$ cat src/rtl/irq_route_pkg.sv
package irq_route_pkg;

  typedef enum logic [1:0] {
    ROUTE_OFF  = 2'b00,
    ROUTE_IRQ  = 2'b01,
    ROUTE_NMI  = 2'b10,
    ROUTE_RSVD = 2'b11
  } route_e;

  // Reserved strap code falls back to "off".
  function automatic route_e route_decode(input logic [1:0] strap);
    case (strap)
      2'b01:   return ROUTE_IRQ;
      2'b10:   return ROUTE_NMI;
      default: return ROUTE_OFF;
    endcase
  endfunction

  // Next value of one sticky status bit: a set beats a clear.
  function automatic logic sticky_next(input logic cur, input logic set,
                                       input logic clr);
    return set | (cur & ~clr);
  endfunction

endpackage

$ cat src/rtl/irq_route_latch.sv
module irq_route_latch
  import irq_route_pkg::*;
(
  input  logic       clk,
  input  logic       rst_n,
  input  logic [1:0] route_strap,
  output route_e     route
);

  route_e route_q;

  // Loaded on every clock edge while reset is held, frozen afterwards.
  always_ff @(posedge clk) begin
    if (!rst_n) route_q <= route_decode(route_strap);
  end

  assign route = route_q;

endmodule

$ cat src/rtl/irq_bus_decode.sv
module irq_bus_decode #(
  parameter int ADDR_W   = 5,
  parameter int STAT_OFS = 'h11,
  parameter int EN_OFS   = 'h12,
  parameter int ACK_OFS  = 'h13
) (
  input  logic              bus_sel,
  input  logic              bus_wr,
  input  logic [ADDR_W-1:0] bus_addr,
  output logic              stat_wr_hit,
  output logic              en_wr_hit,
  output logic              ack_wr_hit,
  output logic              stat_rd_hit,
  output logic              en_rd_hit
);

  localparam logic [ADDR_W-1:0] STAT_A = ADDR_W'(STAT_OFS);
  localparam logic [ADDR_W-1:0] EN_A   = ADDR_W'(EN_OFS);
  localparam logic [ADDR_W-1:0] ACK_A  = ADDR_W'(ACK_OFS);

  logic is_wr, is_rd;

  always_comb begin
    is_wr       = bus_sel &  bus_wr;
    is_rd       = bus_sel & ~bus_wr;
    stat_wr_hit = is_wr & (bus_addr == STAT_A);
    en_wr_hit   = is_wr & (bus_addr == EN_A);
    ack_wr_hit  = is_wr & (bus_addr == ACK_A);
    stat_rd_hit = is_rd & (bus_addr == STAT_A);
    en_rd_hit   = is_rd & (bus_addr == EN_A);
  end

endmodule

$ cat src/rtl/irq_sync_router.sv
module irq_sync_router
  import irq_route_pkg::*;
(
  input  logic   clk,
  input  logic   rst_n,
  input  route_e route,
  input  logic   sync_pulse,
  output logic   sync_to_irq,
  output logic   sync_to_nmi,
  output logic   nmi
);

  logic nmi_q;

  always_comb begin
    sync_to_irq = sync_pulse & (route == ROUTE_IRQ);
    sync_to_nmi = sync_pulse & (route == ROUTE_NMI);
  end

  always_ff @(posedge clk or negedge rst_n) begin
    if (!rst_n) nmi_q <= 1'b0;
    else        nmi_q <= sync_to_nmi;
  end

  assign nmi = nmi_q;

endmodule

$ cat src/rtl/irq_status_bank.sv
module irq_status_bank
  import irq_route_pkg::*;
#(
  parameter int STAT_W = 2
) (
  input  logic              clk,
  input  logic              rst_n,
  input  logic [STAT_W-1:0] set_vec,
  input  logic              ack_wr,
  input  logic [STAT_W-1:0] ack_mask,
  input  logic              en_wr,
  input  logic [STAT_W-1:0] en_data,
  output logic [STAT_W-1:0] stat_q,
  output logic [STAT_W-1:0] en_q,
  output logic              irq
);

  logic [STAT_W-1:0] clr_vec;
  logic [STAT_W-1:0] live_vec;

  assign clr_vec = ack_wr ? ack_mask : '0;

  genvar gi;
  generate
    for (gi = 0; gi < STAT_W; gi++) begin : g_bit
      always_ff @(posedge clk or negedge rst_n) begin
        if (!rst_n) stat_q[gi] <= 1'b0;
        else        stat_q[gi] <= sticky_next(stat_q[gi], set_vec[gi], clr_vec[gi]);
      end
      assign live_vec[gi] = stat_q[gi] & en_q[gi];
    end
  endgenerate

  always_ff @(posedge clk or negedge rst_n) begin
    if (!rst_n)     en_q <= '0;
    else if (en_wr) en_q <= en_data;
  end

  assign irq = |live_vec;

endmodule

$ cat src/rtl/irq_route_regs.sv
module irq_route_regs
  import irq_route_pkg::*;
#(
  parameter int WIN_BYTES = 32,
  parameter int DATA_W    = 8,
  parameter int N_DONE    = 1,
  parameter int STAT_OFS  = 'h11,
  parameter int EN_OFS    = 'h12,
  parameter int ACK_OFS   = 'h13
) (
  input  logic                         clk,
  input  logic                         rst_n,
  input  logic [1:0]                   route_strap,
  input  logic                         bus_sel,
  input  logic                         bus_wr,
  input  logic [$clog2(WIN_BYTES)-1:0] bus_addr,
  input  logic [DATA_W-1:0]            bus_wdata,
  output logic [DATA_W-1:0]            bus_rdata,
  input  logic [N_DONE-1:0]            done_pulse,
  input  logic                         sync_pulse,
  output logic                         irq,
  output logic                         nmi
);

  localparam int ADDR_W   = $clog2(WIN_BYTES);
  localparam int STAT_W   = N_DONE + 1;
  localparam int SYNC_BIT = N_DONE;

  // Named internal events, also used by the bound checker.
  route_e            route;
  logic              stat_wr_hit, en_wr_hit, ack_wr_hit;
  logic              stat_rd_hit, en_rd_hit;
  logic              sync_to_irq, sync_to_nmi;
  logic [STAT_W-1:0] set_vec;
  logic [STAT_W-1:0] wr_bits;
  logic [STAT_W-1:0] stat_q, en_q;

  assign wr_bits = STAT_W'(bus_wdata);

  irq_route_latch u_route (
    .clk         (clk),
    .rst_n       (rst_n),
    .route_strap (route_strap),
    .route       (route)
  );

  irq_bus_decode #(
    .ADDR_W   (ADDR_W),
    .STAT_OFS (STAT_OFS),
    .EN_OFS   (EN_OFS),
    .ACK_OFS  (ACK_OFS)
  ) u_dec (
    .bus_sel     (bus_sel),
    .bus_wr      (bus_wr),
    .bus_addr    (bus_addr),
    .stat_wr_hit (stat_wr_hit),
    .en_wr_hit   (en_wr_hit),
    .ack_wr_hit  (ack_wr_hit),
    .stat_rd_hit (stat_rd_hit),
    .en_rd_hit   (en_rd_hit)
  );

  irq_sync_router u_sync (
    .clk         (clk),
    .rst_n       (rst_n),
    .route       (route),
    .sync_pulse  (sync_pulse),
    .sync_to_irq (sync_to_irq),
    .sync_to_nmi (sync_to_nmi),
    .nmi         (nmi)
  );

  always_comb begin
    set_vec           = '0;
    set_vec[N_DONE-1:0] = done_pulse;
    set_vec[SYNC_BIT] = sync_to_irq;
  end

  irq_status_bank #(.STAT_W(STAT_W)) u_bank (
    .clk      (clk),
    .rst_n    (rst_n),
    .set_vec  (set_vec),
    .ack_wr   (ack_wr_hit),
    .ack_mask (wr_bits),
    .en_wr    (en_wr_hit),
    .en_data  (wr_bits),
    .stat_q   (stat_q),
    .en_q     (en_q),
    .irq      (irq)
  );

  always_comb begin
    if (stat_rd_hit)    bus_rdata = DATA_W'(stat_q);
    else if (en_rd_hit) bus_rdata = DATA_W'(en_q);
    else                bus_rdata = '0;
  end

endmodule

$ cat config.mk
export PLATFORM = sky130hd
export DESIGN_NAME = irq_route_regs
export DESIGN_NICKNAME = d
export VERILOG_FILES = /design/src/rtl/irq_route_pkg.sv /design/src/rtl/irq_route_latch.sv /design/src/rtl/irq_bus_decode.sv /design/src/rtl/irq_sync_router.sv /design/src/rtl/irq_status_bank.sv /design/src/rtl/irq_route_regs.sv
export SDC_FILE = /design/constraint.sdc
export NUM_CORES = 1
export LEC_CHECK = 0
export BUFFER_PORTS_ARGS = -buffer_cell sky130_fd_sc_hd__buf_4
export CORE_AREA = 2 2 39 41
export CTS_BUF_LIST = sky130_fd_sc_hd__clkbuf_4
export CTS_CLUSTER_DIAMETER = 100
export DETAILED_ROUTE_END_ITERATION = 16
export DIE_AREA = 0 0 41 43
export HOLD_SLACK_MARGIN = 0.15
export PLACE_DENSITY = 0.65
export RECOVER_POWER = 25
export SLEW_MARGIN = 30
export SYNTH_ARGS = -nofsm -noshare
export SYNTH_HDL_FRONTEND = slang
export SYNTH_HIERARCHICAL = 1
export SYNTH_SLANG_ARGS = --single-unit
$ cat constraint.sdc
create_clock -name clk -period 2.03 [get_ports clk]
set_input_delay 0.3045 -clock clk [delete_from_list [all_inputs] [get_ports clk]]
set_output_delay 0.3045 -clock clk [all_outputs]
set_load 0.01 [all_outputs]
==> results of run 1 <==
-- worst register-to-register path: stages, from the launching register on --
cell and delay [ns]:
edfxtp_1 0.37, and3b_1 0.19, a21o_1 0.14
-- sequential cells by signal (all words and copies together), names as in the netlist --
name / count
u_bank/en_q: 2
u_bank/stat_q: 2
u_route/route: 2
u_sync/nmi: 1
-- metal layers --
metal	vias up	part of all wire [%]	global-route usage (%)
met1	159	37	9.70
met5	-	0	0
met3	0	13	3.14
met4	0	0	8.00
met2	18	50	13.8
li1	176	-	-
-- area by class of cell --
type                    count  area, µm²
well taps                  16       20.0
multi-input cells          32        199
flip-flops and latches      7        185
repair buffers             20        149
fillers                   155        797
clock buffers               4       30.0
inverters                   1       3.75
-- power by group through the flow --
stage / clock network, mW / registers, mW / logic (mW)
finish: 0.137 / 0.162 / 0.0660
global route: 0.149 / 0.164 / 0.0724
CTS: 0.142 / 0.162 / 0.0680
detailed placement: 0 / 0.165 / 0.0661
global placement: 0 / 0.164 / 0.0656
floorplan: 0 / 0.164 / 0.0377
-- worst paths after layout --
kind | from | to | cells after the start | slack [ns]
max reg2reg | u_route/route[0] | u_bank/stat_q[1] | 2 | 1.22
min in group asynchronous | rst_n | u_bank/stat_q[0] | 2 | 0.45
min reg2reg | u_bank/stat_q[1] | u_bank/stat_q[1] | 1 | 0.51
min | done_pulse | u_bank/stat_q[0] | 2 | 0.23
max | bus_addr[3] | bus_rdata[0] | 7 | 0.19
max in group asynchronous | rst_n | u_bank/stat_q[1] | 2 | 1.36
-- what timing repair did --
action,CTS,global route
hold buffers,1,0
hold endpoints to repair,5,0
gates resized for setup,0,0
-- through the flow --
stage / utilization (%) / worst slack, ns / hold slack [ns] / cell area (µm²)
final: 42.4 / 0.188 / 0.234 / 587
after global routing: 42.4 / 0.109 / 0.235 / 587
after CTS: 42.7 / 0.172 / 0.229 / 591
after detailed placement: 39.8 / 0.190 / 0.113 / 551
after global placement: 39.8 / 0.197 / 0.114 / 551
after floorplan: - / 0.348 / 0.00891 / 433
==> metrics, run 1 <==
status finished, final reports clean; total CTS buffers 3; violation count after the first detailed-route iteration 3; critical path's slowest cell or3b_1; FMAX 543 MHz; final hold viol count 0; CP most frequent cell buf_4; maxcap violations 0; post-CTS repair timing setup buffer count 0; Reg clk slew, reported paths 0.05 ns; WL/cell 9.14 µm; Setup-failing EPs final 0; GRT Overall Usage 9.25%; Comb pwr share 18.1%; Top Ports 31; core area 1380 µm²; die height 43 µm; layout cells sized above 1 39.1%; vias in the first global route 312; Antenna Cells 0; CTS tree built; most common cell after layout, fill and taps aside buf_4; global route overflow 0; Final Wtd Congestion 0.643; CP max stage delay 0.36 ns; crit path DAT 1.54 ns; die area 1760 µm²; Tot Pwr 0.365 mW; P per Cell Area 623 nW/µm²; post-detailed-placement half-perimeter wirelength 620 µm; cells after synthesis 41; setup TNS 0 ns; number of cells after detailed placement 75; DR vias 353; nature of the critical path endpoint output pin; clk sinks 7; delay-heaviest family, CP simple AND/OR/NAND/NOR gates; drt first pass iters 3; first-pass GRT wire length 1060 µm; Pins Over Slew Limit 0; Post-Synthesis Cell Area 414 µm²; Req. time, crit path 1.73 ns; power share of the clock group 37.5%; switch share 22.0%; largest net degree at the start of global routing 7; most frequent cells in the layout buf_4 (18), nand2_1 (7), conb_1 (6); worst-path fanout max 4; P_leak 0.277 nW; P_sw 0.0802 mW; Hold Crit Class in2reg; Internal Power 0.285 mW; worst vdd ir 0.000302 V; period utilization 90.7%; vias per inst 4.41; worst clock skew 0.000183 ns; unrepaired setup endpoints after global routing no; die width 41 µm; Syn Area/Cell 10.1 µm²; # rows 14; Worst Setup Start Kind input port; Final min period 1.84 ns; htree depth 1; DRC Markers 0; Syn. warnings 6; Buf/Inv on CP 3; WL final 731 µm; fin cells 80; initial antenna violation count 0; Layout Nets 86; PortBufs 18; worst skew pair latency 0.24 ns; clk root buf clkbuf_4; Area growth syn-to-layout 41.7%; critical path type in2out; Post-DRT Antenna Nets 0; Seq pwr share 44.4%; Max clock buf depth 2; CP Cell Sequence buf_4 > or3b_1 > nor4b_1 > buf_4 > nand2_1 > o21ai_1 > buf_4; Starting Density 29.9%
(Power assumes the default switching activity.)
==> run 2, diff against run 1 <==
--- a/config.mk
+++ b/config.mk
@@ -12,7 +12,7 @@
 export DETAILED_ROUTE_END_ITERATION = 16
 export DIE_AREA = 0 0 41 43
 export HOLD_SLACK_MARGIN = 0.15
-export PLACE_DENSITY = 0.65
+export PLACE_DENSITY = 0.68
 export RECOVER_POWER = 25
 export SLEW_MARGIN = 30
 export SYNTH_ARGS = -nofsm -noshare
==> constraint.sdc (replaced) <==
create_clock -name clk -period 1.5 [get_ports clk]
set_input_delay 0.225 -clock clk [delete_from_list [all_inputs] [get_ports clk]]
set_output_delay 0.225 -clock clk [all_outputs]
set_load 0.01 [all_outputs]
==> run 2 against run 1 <==
Against the previous run:
- die area unchanged
- critical endpoint unchanged
- sequential share of layout area decreased by 1.8 points
- register-to-register slack got worse by 0.52 ns
- via count down 3.4%
- highest routed layer unchanged
- clock skew is 0.0019 ns higher
- the flow now finishes with violations (negative setup slack)
- flip-flop and latch count stayed put
- sequential power increased by 36%
==> metrics, run 2 (synthesized netlist as in run 1, its figures left out) <==
status complete, but fails checks; failing checks negative setup slack; Post-DRT Antenna Nets 0; first-pass GRT wire length 1120 µm; CP Cell Sequence buf_6 > or3b_4 > nor4b_4 > nand2_1 > o21ai_1 > buf_4; DR vias 341; clk sinks 7; Top Ports 31; Buf/Inv on CP 2; worst r2r dst u_bank/stat_q[1]; vias per inst 4.21; nature of the critical path endpoint output pin; Layout Nets 87; WL/cell 9.19 µm; crit path DAT 1.32 ns; worst reg2reg path startpoint u_route/route[0]; unrepaired setup endpoints after global routing yes; most frequent cells in the layout buf_4 (16), nand2_1 (7), conb_1 (6); GRT Overall Usage 9.75%; # rows 14; Area growth syn-to-layout 50.2%; final hold viol count 0; die height 43 µm; most common cell after layout, fill and taps aside buf_4; setup slack, reg-to-reg 0.70 ns; CTS tree built; Hold Crit Class in2reg; core area 1380 µm²; placed cell area 557 µm²; FMAX 646 MHz; Final Instance Area 622 µm²; PortBufs 18; number of cells after detailed placement 75; P_leak 0.292 nW; Final Wtd Congestion 0.709; WL final 744 µm; critical path type in2out; worst clock skew 0.00205 ns; Antenna Cells 0; Worst R2R Path Depth 2; largest net degree at the start of global routing 7; Tot Pwr 0.503 mW; crit path capture bus_rdata[0]; fin cells 81; die width 41 µm; vias in the first global route 293; worst skew pair latency 0.25 ns; Starting Density 29.9%; Worst Setup Start Kind input port; die area 1760 µm²; layout filler cell count 136; Crit path depth 6; violation count after the first detailed-route iteration 0; initial antenna violation count 0; total CTS buffers 3; clk root buf clkbuf_4; CP max stage delay 0.39 ns; maxcap violations 0; drt first pass iters 1; period utilization 103%; post-CTS repair timing setup buffer count 0; global route overflow 0; post-detailed-placement half-perimeter wirelength 641 µm; Reg clk slew, reported paths 0.05 ns; Req. time, crit path 1.27 ns; worst-path fanout max 4; CP Launch Point bus_addr[2]; layout cells sized above 1 41.5%; Final min period 1.55 ns; Setup-failing EPs final 2; Max clock buf depth 2; critical path's slowest cell or3b_4; PnR worst setup slack -0.0474 ns; worst vdd ir 0.000587 V; DRC Markers 0; htree depth 1; Pins Over Slew Limit 0; P per Cell Area 809 nW/µm²; delay-heaviest family, CP simple AND/OR/NAND/NOR gates
run 2: cell count changes in the layout (fill, tap and decap cells not counted):
cell	delta
nor4b_1	-1
or3b_4	+1
nor4b_4	+1
buf_6	+2
dlygate4sd3_1	+1
or3b_1	-1
buf_4	-2
run 2: power by group:
part           switching [mW]  leakage (nW)  total, mW  internal, mW
combinational          0.0360         0.197     0.0966        0.0606
sequential            0.00871        0.0770      0.220         0.211
clock                  0.0667        0.0184      0.186         0.119
total                   0.112         0.292      0.503         0.391
run 2: how the worst min path moves through the flow:
stage	from	to	slack [ns]	cells past startpoint
5_1_grt	bus_wdata[1]	u_bank/en_q[1]	0.21	2
3_3_place_gp	rst_n	u_bank/stat_q[0]	0.03	1
4_1_cts	bus_wdata[1]	u_bank/en_q[1]	0.21	2
6_report	bus_wdata[1]	u_bank/en_q[1]	0.22	2
3_5_place_dp	rst_n	u_bank/stat_q[0]	0.03	1
2_1_floorplan	rst_n	u_bank/en_q[0]	-0.07	0
run 2: area by class of cell:
type | count | area, µm² | area share (%)
clock buffer | 4 | 30.0 | 4.83
timing repair buffer | 21 | 166 | 26.8
inverter | 1 | 3.75 | 0.604
multi-input combinational | 32 | 216 | 34.8
sequential | 7 | 185 | 29.8
tap | 16 | 20.0 | 3.22
run 2: layer usage:
| layer | GRT usage, % | vias to the layer above | wire length [µm] |
|---|---|---|---|
| met5 | 0 | - | 0 |
| met4 | 2.00 | 0 | 0 |
| met3 | 6.28 | 0 | 64 |
| met2 | 14.7 | 13 | 372 |
| met1 | 11.3 | 150 | 306 |
| li1 | - | 178 | - |
run 2: through the flow:
step                utilization (%)  hold slack, ns  TNS (ns)  worst slack, ns
floorplan                         -         -0.0706         0            0.104
global placement               40.2          0.0329    -0.227           -0.116
detailed placement             40.2          0.0339    -0.269           -0.135
CTS                            45.2           0.211    -0.152          -0.0775
global route                   44.9           0.209    -0.225           -0.113
finish                         44.9           0.217   -0.0929          -0.0474
run 2: repair_timing:
item,in CTS,in global routing
hold buffers,2,0
endpoints found under the hold margin,6,0
resized for setup,4,0
setup endpoints to repair,2,2
pin swaps,3,1
==> run 3, diff against run 2 <==
--- a/config.mk
+++ b/config.mk
@@ -14,8 +14,10 @@
 export HOLD_SLACK_MARGIN = 0.15
 export PLACE_DENSITY = 0.68
 export RECOVER_POWER = 25
+export REMOVE_ABC_BUFFERS = 1
 export SLEW_MARGIN = 30
 export SYNTH_ARGS = -nofsm -noshare
 export SYNTH_HDL_FRONTEND = slang
 export SYNTH_HIERARCHICAL = 1
 export SYNTH_SLANG_ARGS = --single-unit
+export TNS_END_PERCENT = 30
==> constraint.sdc (replaced) <==
create_clock -name clk -period 1.5 [get_ports clk]
set_input_delay 0.45 -clock clk [delete_from_list [all_inputs] [get_ports clk]]
set_output_delay 0.45 -clock clk [all_outputs]
set_load 0.01 [all_outputs]
==> run 3 against run 2 <==
Against the previous run:
- the flow still finishes with violations (negative setup slack)
- register-to-register slack lost 0.02 ns
- count of clock-buffer cells in the layout stayed put
- via count is 9.1% higher
- hold slack better by 0.18 ns
- final area rose by 2.0%
- combinational power grew 3.0%
- final cell count increased by 4.9%
- total power decreased by 0.15%
- sequential power about the same
- critical endpoint unchanged
- largest power group unchanged
==> metrics, run 3 (synthesized netlist as in run 1, its figures left out) <==
global route overflow 0; die width 41 µm; CP Cell Sequence buf_6 > or3b_1 > nor4b_2 > buf_4 > nand2_1 > o21ai_1 > buf_4; post-CTS repair timing setup buffer count 0; P_leak 0.303 nW; Pins Over Slew Limit 0; Worst Setup Start Kind input port; register area 185 µm²; failing checks negative setup slack; nature of the critical path endpoint output pin; P per Cell Area 792 nW/µm²; first-pass GRT wire length 1310 µm; worst-path fanout max 4; CTS tree built; met1 usage 11.7%; unrepaired setup endpoints after global routing yes; core area 1380 µm²; DR vias 372; Top Ports 31; Hold Crit Class in2reg; FMAX 490 MHz; largest net degree at the start of global routing 7; fin cells 85; worst clock skew 0.00356 ns; period utilization 136%; most frequent cells in the layout buf_4 (22), nand2_1 (7), conb_1 (6); layout cells sized above 1 44.9%; GRT busiest layer met2; PortBufs 18; final hold viol count 0; drt first pass iters 3; WL/cell 9.80 µm; number of cells after detailed placement 80; clk sinks 7; clk root buf clkbuf_4; initial antenna violation count 0; violation count after the first detailed-route iteration 2; vias per inst 4.38; die area 1760 µm²; post-detailed-placement half-perimeter wirelength 680 µm; status complete, but fails checks; crit path DAT 1.59 ns; CP max stage delay 0.38 ns; area of the multi-input gates 205 µm²; Layout Nets 91; total CTS buffers 3; vias in the first global route 372; Req. time, crit path 1.05 ns; Final Util 45.8%; htree depth 1; Post-DRT Antenna Nets 0; Final min period 2.04 ns; critical path type in2out; CP most frequent cell buf_4; # rows 14; met3 track demand over resource 1.57%; Starting Density 29.9%; layout filler cell count 140; worst skew pair latency 0.25 ns; worst vdd ir 0.000416 V; PnR worst setup slack -0.542 ns; Tot Pwr 0.502 mW; Max clock buf depth 2; Area growth syn-to-layout 53.2%; die height 43 µm; Final Wtd Congestion 0.665; WL final 833 µm; met2 usage 18.8%; Reg clk slew, reported paths 0.05 ns; Setup-failing EPs final 2; most common cell after layout, fill and taps aside buf_4; DRC Markers 0; critical path's slowest cell or3b_1; maxcap violations 0; GRT Overall Usage 11.5%; Antenna Cells 0
[run 3: cell types whose count changed in the layout (fill, tap and decap cells not counted)]
cell | before | now
nor4b_2 | 0 | 1
nor4b_4 | 1 | 0
dlygate4sd3_1 | 2 | 1
buf_6 | 2 | 1
buf_4 | 16 | 22
or3b_4 | 1 | 0
or3b_1 | 0 | 1
[run 3: metrics by stage]
step	hold WS (ns)	TNS (ns)	area, µm²	setup slack (ns)
6_report	0.393	-1.08	634	-0.542
5_1_grt	0.381	-1.26	634	-0.630
4_1_cts	0.384	-1.11	638	-0.553
3_5_place_dp	0.260	-1.55	588	-0.612
3_3_place_gp	0.259	-1.50	588	-0.572
2_1_floorplan	0.154	-0.943	388	-0.473
[run 3: path summary, 6_finish.rpt]
check,start,end,slack [ns],cells past startpoint
min in group asynchronous,rst_n,u_sync/nmi,0.59,2
hold / removal,done_pulse,u_bank/stat_q[0],0.39,2
hold reg to reg,u_route/route[1],u_sync/nmi,0.51,1
max in group asynchronous,rst_n,u_bank/stat_q[0],0.67,2
setup / recovery,bus_addr[3],bus_rdata[0],-0.54,7
setup reg to reg,u_route/route[0],u_bank/stat_q[1],0.68,2
[run 3: worst max-delay path: cells and delay by family]
kind	cells	cell delay [ns]
AO/OA/AOI/OAI	1	0.07
buffers and inverters	3	0.38
AND/OR/NAND/NOR	3	0.68
[run 3: what timing repair did]
item                       in CTS  in global routing
resized for setup               2                  0
hold buffers                    1                  0
setup endpoints to repair       2                  2
hold endpoints to repair        5                  0
[run 3: final cells by class]
| cell class | count | share of cell area, % |
|---|---|---|
| Timing Repair Buffer | 25 | 30.0 |
| Inverter | 1 | 0.592 |
| Clock buffer | 4 | 4.73 |
| Tap cell | 16 | 3.16 |
| Multi-Input combinational cell | 32 | 32.3 |
| Sequential cell | 7 | 29.2 |
[run 3: layer usage]
metal / vias up / routed length [µm]
li1: 185 / -
met1: 167 / 302
met2: 20 / 435
met3: 0 / 95
met4: 0 / 0
met5: - / 0
[run 3: power breakdown]
| group | leakage (nW) | switching [mW] | internal, mW |
|---|---|---|---|
| clock network | 0.0184 | 0.0639 | 0.119 |
| registers | 0.0770 | 0.00804 | 0.211 |
| logic | 0.208 | 0.0374 | 0.0622 |
| total | 0.303 | 0.109 | 0.393 |
